**config.mk**
```make
export PLATFORM = sky130hd
export DESIGN_NAME = fdc_cmd_seq
export DESIGN_NICKNAME = d
export VERILOG_FILES = /design/src/rtl/fdc_seq_pkg.sv /design/src/rtl/fdc_op_table.sv /design/src/rtl/fdc_cmd_store.sv /design/src/rtl/fdc_exec_unit.sv /design/src/rtl/fdc_cmd_seq.sv
export SDC_FILE = /design/constraint.sdc
export NUM_CORES = 1
export LEC_CHECK = 0
export BUFFER_PORTS_ARGS = -buffer_cell sky130_fd_sc_hd__buf_2
export CORE_MARGIN = 5
export CORE_UTILIZATION = 40
export CTS_CLUSTER_SIZE = 8
export DETAILED_ROUTE_END_ITERATION = 10
export GPL_TIMING_DRIVEN = 0
export PLACE_DENSITY = 0.53
export SLEW_MARGIN = 5
export SYNTH_ARGS = -nofsm -noshare
export SYNTH_HDL_FRONTEND = slang
export SYNTH_SLANG_ARGS = --single-unit
export TNS_END_PERCENT = 30
```
**constraint.sdc**
```tcl
create_clock -name clk -period 5.1 [get_ports clk]
set_clock_uncertainty 0.1 [all_clocks]
set_input_delay 1.02 -clock clk [delete_from_list [all_inputs] [get_ports clk]]
set_output_delay 1.02 -clock clk [all_outputs]
set_load 0.005 [all_outputs]
```
**src/rtl/fdc_seq_pkg.sv**
```systemverilog
package fdc_seq_pkg;

  typedef logic [7:0] byte_t;

  typedef enum logic [1:0] {
    PH_IDLE   = 2'd0,
    PH_CMD    = 2'd1,
    PH_EXEC   = 2'd2,
    PH_RESULT = 2'd3
  } phase_t;

  // Port numbers on the host bus
  localparam int unsigned PORT_DATA   = 0;
  localparam int unsigned PORT_MSR    = 1;
  localparam int unsigned PORT_CTRL   = 2;
  localparam int unsigned PORT_PINRST = 3;
  localparam int unsigned PORT_IRQ    = 4;
  localparam int unsigned PORT_DRQ    = 5;

  // Opcodes with a modelled action
  localparam logic [4:0] OP_READ_DATA = 5'h06;
  localparam logic [4:0] OP_RECAL     = 5'h07;
  localparam logic [4:0] OP_SENSE_INT = 5'h08;
  localparam logic [4:0] OP_READ_ID   = 5'h0A;
  localparam logic [4:0] OP_SEEK      = 5'h0F;

  // ST0 codes
  localparam byte_t ST0_SEEK_END = 8'h20;
  localparam byte_t ST0_ABNORMAL = 8'h40;
  localparam byte_t ST0_INVALID  = 8'h80;

  // Main status bits
  localparam byte_t MSR_READY = 8'h80;
  localparam byte_t MSR_DIN   = 8'h40;
  localparam byte_t MSR_BUSY  = 8'h20;

  // Packed {command length, result length} for an opcode
  function automatic logic [7:0] op_lengths(input logic [4:0] op);
    case (op)
      5'h02, 5'h05, 5'h06, 5'h09,
      5'h0C, 5'h11, 5'h19, 5'h1D: op_lengths = {4'd9, 4'd7};
      5'h03, 5'h0F:               op_lengths = {4'd3, 4'd0};
      5'h04:                      op_lengths = {4'd2, 4'd1};
      5'h07:                      op_lengths = {4'd2, 4'd0};
      5'h08:                      op_lengths = {4'd1, 4'd2};
      5'h0A:                      op_lengths = {4'd2, 4'd7};
      5'h0D:                      op_lengths = {4'd6, 4'd7};
      default:                    op_lengths = {4'd1, 4'd1};
    endcase
  endfunction

  function automatic logic op_undefined(input logic [4:0] op);
    op_undefined = (op_lengths(op) == {4'd1, 4'd1});
  endfunction

endpackage

```
**src/rtl/fdc_op_table.sv**
```systemverilog
module fdc_op_table
  import fdc_seq_pkg::*;
#(
  parameter int OPS   = 32,
  parameter int LEN_W = 4,
  parameter int OP_W  = $clog2(OPS)
) (
  input  logic [OP_W-1:0]  op,
  output logic [LEN_W-1:0] cmd_len,
  output logic [LEN_W-1:0] res_len
);

  logic [LEN_W-1:0] clen_rom [OPS];
  logic [LEN_W-1:0] rlen_rom [OPS];

  for (genvar i = 0; i < OPS; i++) begin : g_rom
    localparam logic [7:0] ENTRY = op_lengths(5'(i));
    assign clen_rom[i] = LEN_W'(ENTRY[7:4]);
    assign rlen_rom[i] = LEN_W'(ENTRY[3:0]);
  end

  assign cmd_len = clen_rom[op];
  assign res_len = rlen_rom[op];

  always_comb begin
    a_r2_len_nonzero: assert (cmd_len != '0);
  end

endmodule

```
**src/rtl/fdc_cmd_store.sv**
```systemverilog
module fdc_cmd_store
  import fdc_seq_pkg::*;
#(
  parameter int DEPTH = 9,
  parameter int IDX_W = $clog2(DEPTH)
) (
  input  logic                    clk,
  input  logic                    we,
  input  logic [IDX_W-1:0]        widx,
  input  byte_t                   wdata,
  output byte_t [DEPTH-1:0]       bytes_o
);

  byte_t [DEPTH-1:0] mem_q;

  always_ff @(posedge clk) begin
    if (we) mem_q[widx] <= wdata;
  end

  assign bytes_o = mem_q;

endmodule

```
**src/rtl/fdc_exec_unit.sv**
```systemverilog
module fdc_exec_unit
  import fdc_seq_pkg::*;
#(
  parameter int CMD_DEPTH = 9,
  parameter int RES_DEPTH = 7,
  parameter int SECTORS   = 18,
  parameter int HEADS     = 2,
  parameter int CYLS      = 80
) (
  input  logic [4:0]            op,
  input  byte_t [CMD_DEPTH-1:0] cmd,
  input  logic [1:0]            drv,
  input  byte_t                 cyl,
  input  byte_t                 st0,
  output byte_t [RES_DEPTH-1:0] res,
  output byte_t                 st0_next,
  output byte_t                 cyl_next
);

  byte_t c_n, h_n, r_n;
  logic  unused_cmd;

  assign unused_cmd = ^cmd;

  // Geometry advance for the sector that follows the one addressed
  always_comb begin
    c_n = cmd[2];
    h_n = cmd[3];
    r_n = cmd[4] + 8'd1;
    if (r_n == byte_t'(SECTORS + 1)) begin
      r_n = 8'd1;
      h_n = cmd[3] + 8'd1;
      if (h_n == byte_t'(HEADS)) begin
        h_n = 8'd0;
        c_n = cmd[2] + 8'd1;
        if (c_n == byte_t'(CYLS)) c_n = 8'd0;
      end
    end
  end

  always_comb begin
    res      = '0;
    st0_next = st0;
    cyl_next = cyl;
    case (op)
      OP_SEEK: begin
        cyl_next = cmd[2];
        st0_next = ST0_SEEK_END;
      end
      OP_RECAL: begin
        st0_next = (cmd[1][1:0] == 2'd0) ? ST0_SEEK_END
                                         : (ST0_SEEK_END | ST0_ABNORMAL);
      end
      OP_SENSE_INT: begin
        st0_next = (drv == 2'd0) ? (ST0_INVALID | ST0_ABNORMAL)
                                 : (ST0_SEEK_END | ST0_ABNORMAL);
        res[0]   = st0_next;
        res[1]   = cyl;
      end
      OP_READ_ID: begin
        st0_next = 8'h00;
        res[3]   = cyl;
        res[5]   = 8'h01;
        res[6]   = 8'h02;
      end
      OP_READ_DATA: begin
        st0_next = 8'h00;
        res[3]   = c_n;
        res[4]   = h_n;
        res[5]   = r_n;
        res[6]   = cmd[5];
      end
      default: begin
        if (op_undefined(op)) begin
          st0_next = ST0_INVALID;
          res[0]   = ST0_INVALID;
        end else begin
          res[0]   = st0;
        end
      end
    endcase
  end

endmodule

```
**src/rtl/fdc_cmd_seq.sv**
```systemverilog
module fdc_cmd_seq
  import fdc_seq_pkg::*;
#(
  parameter int ADDR_W    = 3,
  parameter int CMD_DEPTH = 9,
  parameter int RES_DEPTH = 7,
  parameter int SECTORS   = 18,
  parameter int HEADS     = 2,
  parameter int CYLS      = 80
) (
  input  logic              clk,
  input  logic              rst,
  input  logic              wr_en,
  input  logic              rd_en,
  input  logic [ADDR_W-1:0] addr,
  input  logic [7:0]        wr_data,
  output logic [7:0]        rd_data,
  output logic              irq,
  output logic [1:0]        drive_sel,
  output logic [1:0]        motor_on,
  output logic              dma_irq_en
);

  localparam int IDX_W  = $clog2(CMD_DEPTH);
  localparam int RES_IW = $clog2(RES_DEPTH);
  localparam int LEN_W  = 4;
  localparam int OP_W   = 5;

  phase_t               phase_q;
  logic [IDX_W-1:0]     idx_q;
  logic [OP_W-1:0]      op_q;
  logic [1:0]           drv_q, motor_q;
  logic                 dma_q, soft_held_q, pin_held_q, irq_q;
  byte_t                st0_q, cyl_q;
  byte_t [RES_DEPTH-1:0] res_q;

  logic                 wr_dat, wr_ctrl, wr_pin, rd_dat;
  logic                 soft_fire, hard_fire, ph_reset;
  logic [OP_W-1:0]      tbl_op;
  logic [LEN_W-1:0]     tbl_clen, tbl_rlen;
  logic                 store_we;
  logic [IDX_W-1:0]     store_idx;
  byte_t [CMD_DEPTH-1:0] cmd_bytes;
  byte_t [RES_DEPTH-1:0] exe_res;
  byte_t                exe_st0, exe_cyl;
  byte_t                msr;

  assign wr_dat  = wr_en && (addr == ADDR_W'(PORT_DATA));
  assign wr_ctrl = wr_en && (addr == ADDR_W'(PORT_CTRL));
  assign wr_pin  = wr_en && (addr == ADDR_W'(PORT_PINRST));
  assign rd_dat  = rd_en && (addr == ADDR_W'(PORT_DATA));

  assign soft_fire = wr_ctrl && wr_data[2] && soft_held_q;
  assign hard_fire = wr_pin && !wr_data[6] && pin_held_q;
  assign ph_reset  = soft_fire || hard_fire;

  // Table lookup: opcode from the bus while idle, latched opcode after
  assign tbl_op = (phase_q == PH_IDLE) ? wr_data[OP_W-1:0] : op_q;

  fdc_op_table #(.OPS(32), .LEN_W(LEN_W), .OP_W(OP_W)) u_table (
    .op      (tbl_op),
    .cmd_len (tbl_clen),
    .res_len (tbl_rlen)
  );

  assign store_we  = wr_dat && ((phase_q == PH_IDLE) || (phase_q == PH_CMD));
  assign store_idx = (phase_q == PH_IDLE) ? '0 : idx_q;

  fdc_cmd_store #(.DEPTH(CMD_DEPTH), .IDX_W(IDX_W)) u_store (
    .clk     (clk),
    .we      (store_we),
    .widx    (store_idx),
    .wdata   (wr_data),
    .bytes_o (cmd_bytes)
  );

  fdc_exec_unit #(
    .CMD_DEPTH (CMD_DEPTH),
    .RES_DEPTH (RES_DEPTH),
    .SECTORS   (SECTORS),
    .HEADS     (HEADS),
    .CYLS      (CYLS)
  ) u_exec (
    .op       (op_q),
    .cmd      (cmd_bytes),
    .drv      (drv_q),
    .cyl      (cyl_q),
    .st0      (st0_q),
    .res      (exe_res),
    .st0_next (exe_st0),
    .cyl_next (exe_cyl)
  );

  // Phase sequencer
  always_ff @(posedge clk) begin
    if (rst) begin
      phase_q <= PH_IDLE;
      idx_q   <= '0;
      op_q    <= '0;
      st0_q   <= '0;
      cyl_q   <= '0;
      res_q   <= '0;
    end else if (ph_reset) begin
      phase_q <= PH_IDLE;
      idx_q   <= '0;
      st0_q   <= '0;
    end else begin
      case (phase_q)
        PH_IDLE: begin
          if (wr_dat) begin
            op_q <= wr_data[OP_W-1:0];
            if (tbl_clen == LEN_W'(1)) begin
              phase_q <= PH_EXEC;
              idx_q   <= '0;
            end else begin
              phase_q <= PH_CMD;
              idx_q   <= IDX_W'(1);
            end
          end
        end
        PH_CMD: begin
          if (wr_dat) begin
            if (int'(idx_q) == int'(tbl_clen) - 1) begin
              phase_q <= PH_EXEC;
              idx_q   <= '0;
            end else begin
              idx_q <= idx_q + IDX_W'(1);
            end
          end
        end
        PH_EXEC: begin
          res_q   <= exe_res;
          st0_q   <= exe_st0;
          cyl_q   <= exe_cyl;
          idx_q   <= '0;
          phase_q <= (tbl_rlen != '0) ? PH_RESULT : PH_IDLE;
        end
        default: begin
          if (rd_dat) begin
            if (int'(idx_q) == int'(tbl_rlen) - 1) begin
              phase_q <= PH_IDLE;
              idx_q   <= '0;
            end else begin
              idx_q <= idx_q + IDX_W'(1);
            end
          end
        end
      endcase
    end
  end

  // Control port, pin reset and interrupt flag
  always_ff @(posedge clk) begin
    if (rst) begin
      drv_q       <= '0;
      motor_q     <= '0;
      dma_q       <= 1'b0;
      soft_held_q <= 1'b0;
      pin_held_q  <= 1'b0;
      irq_q       <= 1'b0;
    end else if (wr_ctrl) begin
      motor_q <= wr_data[5:4];
      dma_q   <= wr_data[3];
      drv_q   <= wr_data[1:0];
      if (!wr_data[2]) begin
        if (!soft_held_q) begin
          soft_held_q <= 1'b1;
          irq_q       <= 1'b0;
        end
      end else if (soft_held_q) begin
        soft_held_q <= 1'b0;
        irq_q       <= (wr_data[1:0] == 2'd0);
      end
    end else if (wr_pin) begin
      if (wr_data[6]) begin
        if (!pin_held_q) begin
          pin_held_q <= 1'b1;
          irq_q      <= 1'b0;
        end
      end else if (pin_held_q) begin
        pin_held_q <= 1'b0;
        drv_q      <= '0;
        motor_q    <= '0;
        dma_q      <= 1'b0;
      end
    end
  end

  assign msr = ((phase_q != PH_EXEC)   ? MSR_READY : 8'h00)
             | ((phase_q == PH_RESULT) ? MSR_DIN   : 8'h00)
             | ((phase_q != PH_IDLE)   ? MSR_BUSY  : 8'h00);

  // Registered read data
  always_ff @(posedge clk) begin
    if (rst) begin
      rd_data <= '0;
    end else if (rd_en) begin
      if (addr == ADDR_W'(PORT_DATA)) begin
        if (phase_q == PH_RESULT) rd_data <= res_q[idx_q[RES_IW-1:0]];
      end else if (addr == ADDR_W'(PORT_MSR)) begin
        rd_data <= msr;
      end else if (addr == ADDR_W'(PORT_IRQ)) begin
        rd_data <= irq_q ? 8'h40 : 8'h00;
      end else if (addr == ADDR_W'(PORT_DRQ)) begin
        rd_data <= 8'h40;
      end else begin
        rd_data <= 8'h00;
      end
    end
  end

  assign irq        = irq_q;
  assign drive_sel  = drv_q;
  assign motor_on   = motor_q;
  assign dma_irq_en = dma_q;

  // Assertions
  a_r3_exec_single_cycle: assert property (@(posedge clk) disable iff (rst)
    (phase_q == PH_EXEC) |=> (phase_q != PH_EXEC));

  a_r4_exec_write_dropped: assert property (@(posedge clk) disable iff (rst)
    (phase_q == PH_EXEC && wr_dat) |=> (phase_q != PH_CMD));

  a_r4_result_write_dropped: assert property (@(posedge clk) disable iff (rst)
    (phase_q == PH_RESULT && wr_dat) |=> (phase_q == PH_RESULT) && $stable(idx_q));

  a_r5_result_index_in_range: assert property (@(posedge clk) disable iff (rst)
    (phase_q == PH_RESULT) |-> (int'(idx_q) < int'(tbl_rlen)));

  a_r5_idle_read_holds: assert property (@(posedge clk) disable iff (rst)
    (rd_dat && !wr_en && phase_q != PH_RESULT) |=> $stable(rd_data));

  a_r7_seek_no_result: assert property (@(posedge clk) disable iff (rst)
    (phase_q == PH_EXEC && op_q == OP_SEEK) |=> (phase_q == PH_IDLE));

  a_r11_irq_source: assert property (@(posedge clk) disable iff (rst)
    $rose(irq_q) |-> $past(wr_ctrl && wr_data[2]));

  a_r12_pin_clears_irq: assert property (@(posedge clk) disable iff (rst)
    (wr_pin && wr_data[6] && !pin_held_q) |=> !irq_q);

endmodule

```
==> impl_metrics.yaml <==
global_routing:
  grt_max_degree: 17
  antenna_found_initial: 0
  grt_pass1_vias: 5708
  grt_first_pass_wirelength_microns: 32300
  grt_overflow: 0
  grt_use_total_pct: 20.4
sta:
  tns_ns: 0
  hold_viol_final: 0
  rsz0062_at_grt: "false"
  holdWs_ns: 0.345
  setup-violations-final: 0
  timing.final.crit_share_pct: 86.3
  period_needed_ns: 4.40
  relSlewSlack_pct: 15.5
  slew_violations: 0
  fmax_ghz: 0.227
  tightest_slew_ns: 1.26
critical_path:
  critPathArrivalTime_ns: 4.59
  crit_chain: "inv_1, ha_1, buf_6, mux2i_1, inv_1, ha_1, nand2b_1, a22o_1, o32ai_1, nand2_1, ha_1, xnor2_1, xnor2_1, nand3_1, a221oi_2, o22a_1, o41ai_2"
  critPathKind: "reg -> reg"
  rr_worst_depth: 17
  worst-path-stages: 17
  crit_buf_inv: 3
  crit_path_end_kind: "flip-flop"
  cp_max_fo: 10
  cp_slowest_cell: "mux2i_1"
  cp.required_ns: 5.29
  cpPeakStageDelay_ns: 0.50
  crit_family: "compound AO/OA/AOI/OAI gates"
  crit_top_cell: "ha_1"
  start_kind: "flip-flop"
floorplanning:
  ioPinCount: 29
  die_x_microns: 143
  rows: 48
  die_y_microns: 143
  initial_core_util_pct: 41.0
  core-area_sq_um: 17400
  dieArea_sq_um: 20600
detailed_routing:
  totalWireLength_microns: 20400
  drt_pass1_iterations: 6
  wl_per_cell_microns: 19.0
  final_antenna_net_count: 0
  route.vias.total: 6087
  drc: 0
  viasPerCell: 5.68
  drtIter0Drc: 495
layout:
  antennaDiodeCount: 0
  final_nets: 879
  drive_gt1_share_pct: 13.3
  area_delta_synth_final_pct: 14.7
synth:
  synth-seq-cells: 132
  yosysSeqAreaShare_pct: 41.9
  syn_avg_cell_area_sq_um: 9.04
  async_flop_share_pct: 0
  synth_cell_types: 76
  synth_ff_type: "dfxtp_1"
  synth_nets: 833
  synth_edf_count: 34
  synthCells: 788
  yosys_warnings: 0
  synth.cell_area_sq_um: 7120
place:
  io_buffers: 27
  dp.final_hpwl_microns: 15000
  gp_congestion: 0.834
clock_tree:
  cts_buffer_depth: 2
  cts_hold_buf: 0
  cts-buffers-inserted: 17
  cts_setup_buffers: 0
  htree_levels: 4
  clock_sinks: 132
  cts_root_buf: "clkbuf_16"
  insertion_delay_ns: 0.42
  ctsResizeCount: 0
  tritoncts: "built"
  path_clk_slew_ns: 0.06
power:
  swShare_pct: 24.4
  p_seq_share_pct: 41.7
  power.switching_mw: 0.640
  ir_drop_uv: 261
  power.internal_mw: 1.98
  power_frac_clock_pct: 48.7
  pwr-share-comb_pct: 9.6
  power_density_nw_per_um2: 321
  p_leak_nw: 2.95
min_path:
  hold_depth: 2
  hp-class: "reg -> reg"
flow_run:
  cap_violations: 0
run_status:
  status: "finished, final reports clean"
## cell type report
class                      count  area (sq um)
buffer                        49           228
clock buffer                  22           507
clock inverter                10           116
fill                        1678          9190
inverter                      20          75.1
multi-input combinational    587          3850
sequential                   132          2980
tap                          225           282
timing repair buffer          27           135
## power groups by stage
stage	Clock, mW	Sequential, mW	Combinational [mW]
global placement	0	1.11	0.244
finish	1.28	1.09	0.253
detailed placement	0	1.11	0.249
floorplan	0	1.11	0.174
global route	1.35	1.09	0.279
CTS	1.30	1.09	0.250
## sequential cells by signal, summed over array words and instances (netlist names), named ones only
register	cells
phase_q	2
st0_q	8
drive_sel	2
soft_held_q	1
cyl_q	8
rd_data	8
res_q	48
op_q	5
motor_on	2
idx_q	4
pin_held_q	1
irq	1
dma_irq_en	1
u_store.bytes_o	34
## metrics by stage
stage | power (mW) | std cells | instance area [sq um] | utilization [%] | setup slack (ns)
final | 2.62 | 1072 | 8170 | 47.1 | 0.699
after global routing | 2.72 | 1072 | 8170 | 47.1 | 0.330
after CTS | 2.64 | 1072 | 8160 | 47.0 | 0.705
after detailed placement | 1.36 | 1040 | 7540 | 43.4 | 0.374
after global placement | 1.36 | 1040 | 7540 | 43.4 | 0.467
after floorplan | 1.29 | 788 | 7120 | - | 1.14
## final timing paths
kind                     end  slack, ns       start
hold reg to reg   rd_data[5]       0.35  rd_data[5]
setup / recovery    idx_q[0]       0.70  phase_q[0]
hold / removal    rd_data[5]       0.35  rd_data[5]
setup reg to reg    idx_q[0]       0.70  phase_q[0]
## cell usage in the layout (no fill, tap or decap), drive strengths merged, types with 6 or more instances in the layout
cell type	synthesis	layout
nor2b	9	9
a21oi	77	77
a22oi	7	7
edfxtp	34	34
and2	9	9
clkbuf	34	56
buf	15	42
and3	8	8
xor2	6	6
inv	19	22
xnor2	17	17
ha	30	30
a221oi	16	16
o21ai	20	20
a211oi	16	16
nor3	27	27
nand3	48	48
mux2	16	16
nand4	11	11
nor2	82	82
clkinv	1	6
mux2i	32	32
dfxtp	98	98
nand2b	8	8
nand2	74	74
nor4	6	6
## worst register-to-register path, stage by stage, from the launching register on
cell and delay, ns:
dfxtp_1 0.34, inv_1 0.09, ha_1 0.26, buf_6 0.19, mux2i_1 0.51, inv_1 0.16
ha_1 0.35, nand2b_1 0.18, a22o_1 0.24, o32ai_1 0.32, nand2_1 0.16, ha_1 0.24
xnor2_1 0.17, xnor2_1 0.14, nand3_1 0.14, a221oi_2 0.42, o22a_1 0.21, o41ai_2 0.06
## synthesized netlist by cell type (5+ instances only)
cell type / n / area (sq um)
mux2i_1: 29 / 290
mux2_2: 15 / 169
nand3_1: 46 / 230
a22oi_1: 6 / 45.0
nor2_1: 80 / 300
nand2b_1: 8 / 50.1
and3_1: 7 / 43.8
inv_1: 19 / 71.3
clkbuf_1: 34 / 128
nand3b_1: 5 / 37.5
xor2_1: 6 / 52.6
nor4_1: 6 / 37.5
a21oi_1: 76 / 380
a211oi_1: 14 / 105
and2_1: 8 / 50.1
ha_1: 30 / 375
dfxtp_1: 98 / 1960
buf_2: 5 / 25.0
nand2_1: 74 / 278
xnor2_1: 17 / 149
nor3_1: 25 / 125
o21ai_0: 18 / 90.1
a221oi_1: 12 / 105
nor2b_1: 9 / 56.3
nand4_1: 11 / 68.8
edfxtp_1: 34 / 1020
## layer usage
metal,vias to the layer above,routed length [microns],track usage [%]
li1,2940,-,-
met1,2931,9670,29.6
met2,191,9190,30.8
met3,25,1220,4.16
met4,0,342,6.10
met5,-,0,0
## cells by family (layout without fill, tap and decap cells)
| family | Yosys count | in the layout | synth area share [%] |
|---|---|---|---|
| AND/OR/NAND/NOR | 310 | 310 | 21.6 |
| AO/OA/AOI/OAI | 175 | 175 | 16.5 |
| buffers and inverters | 69 | 128 | 4.25 |
| flip-flops | 132 | 132 | 41.9 |
| multiplexers | 49 | 49 | 7.62 |
| XOR/XNOR | 23 | 23 | 2.83 |
| adder cells (fa/ha/maj) | 30 | 30 | 5.27 |
Power figures use the tool's default switching activity.
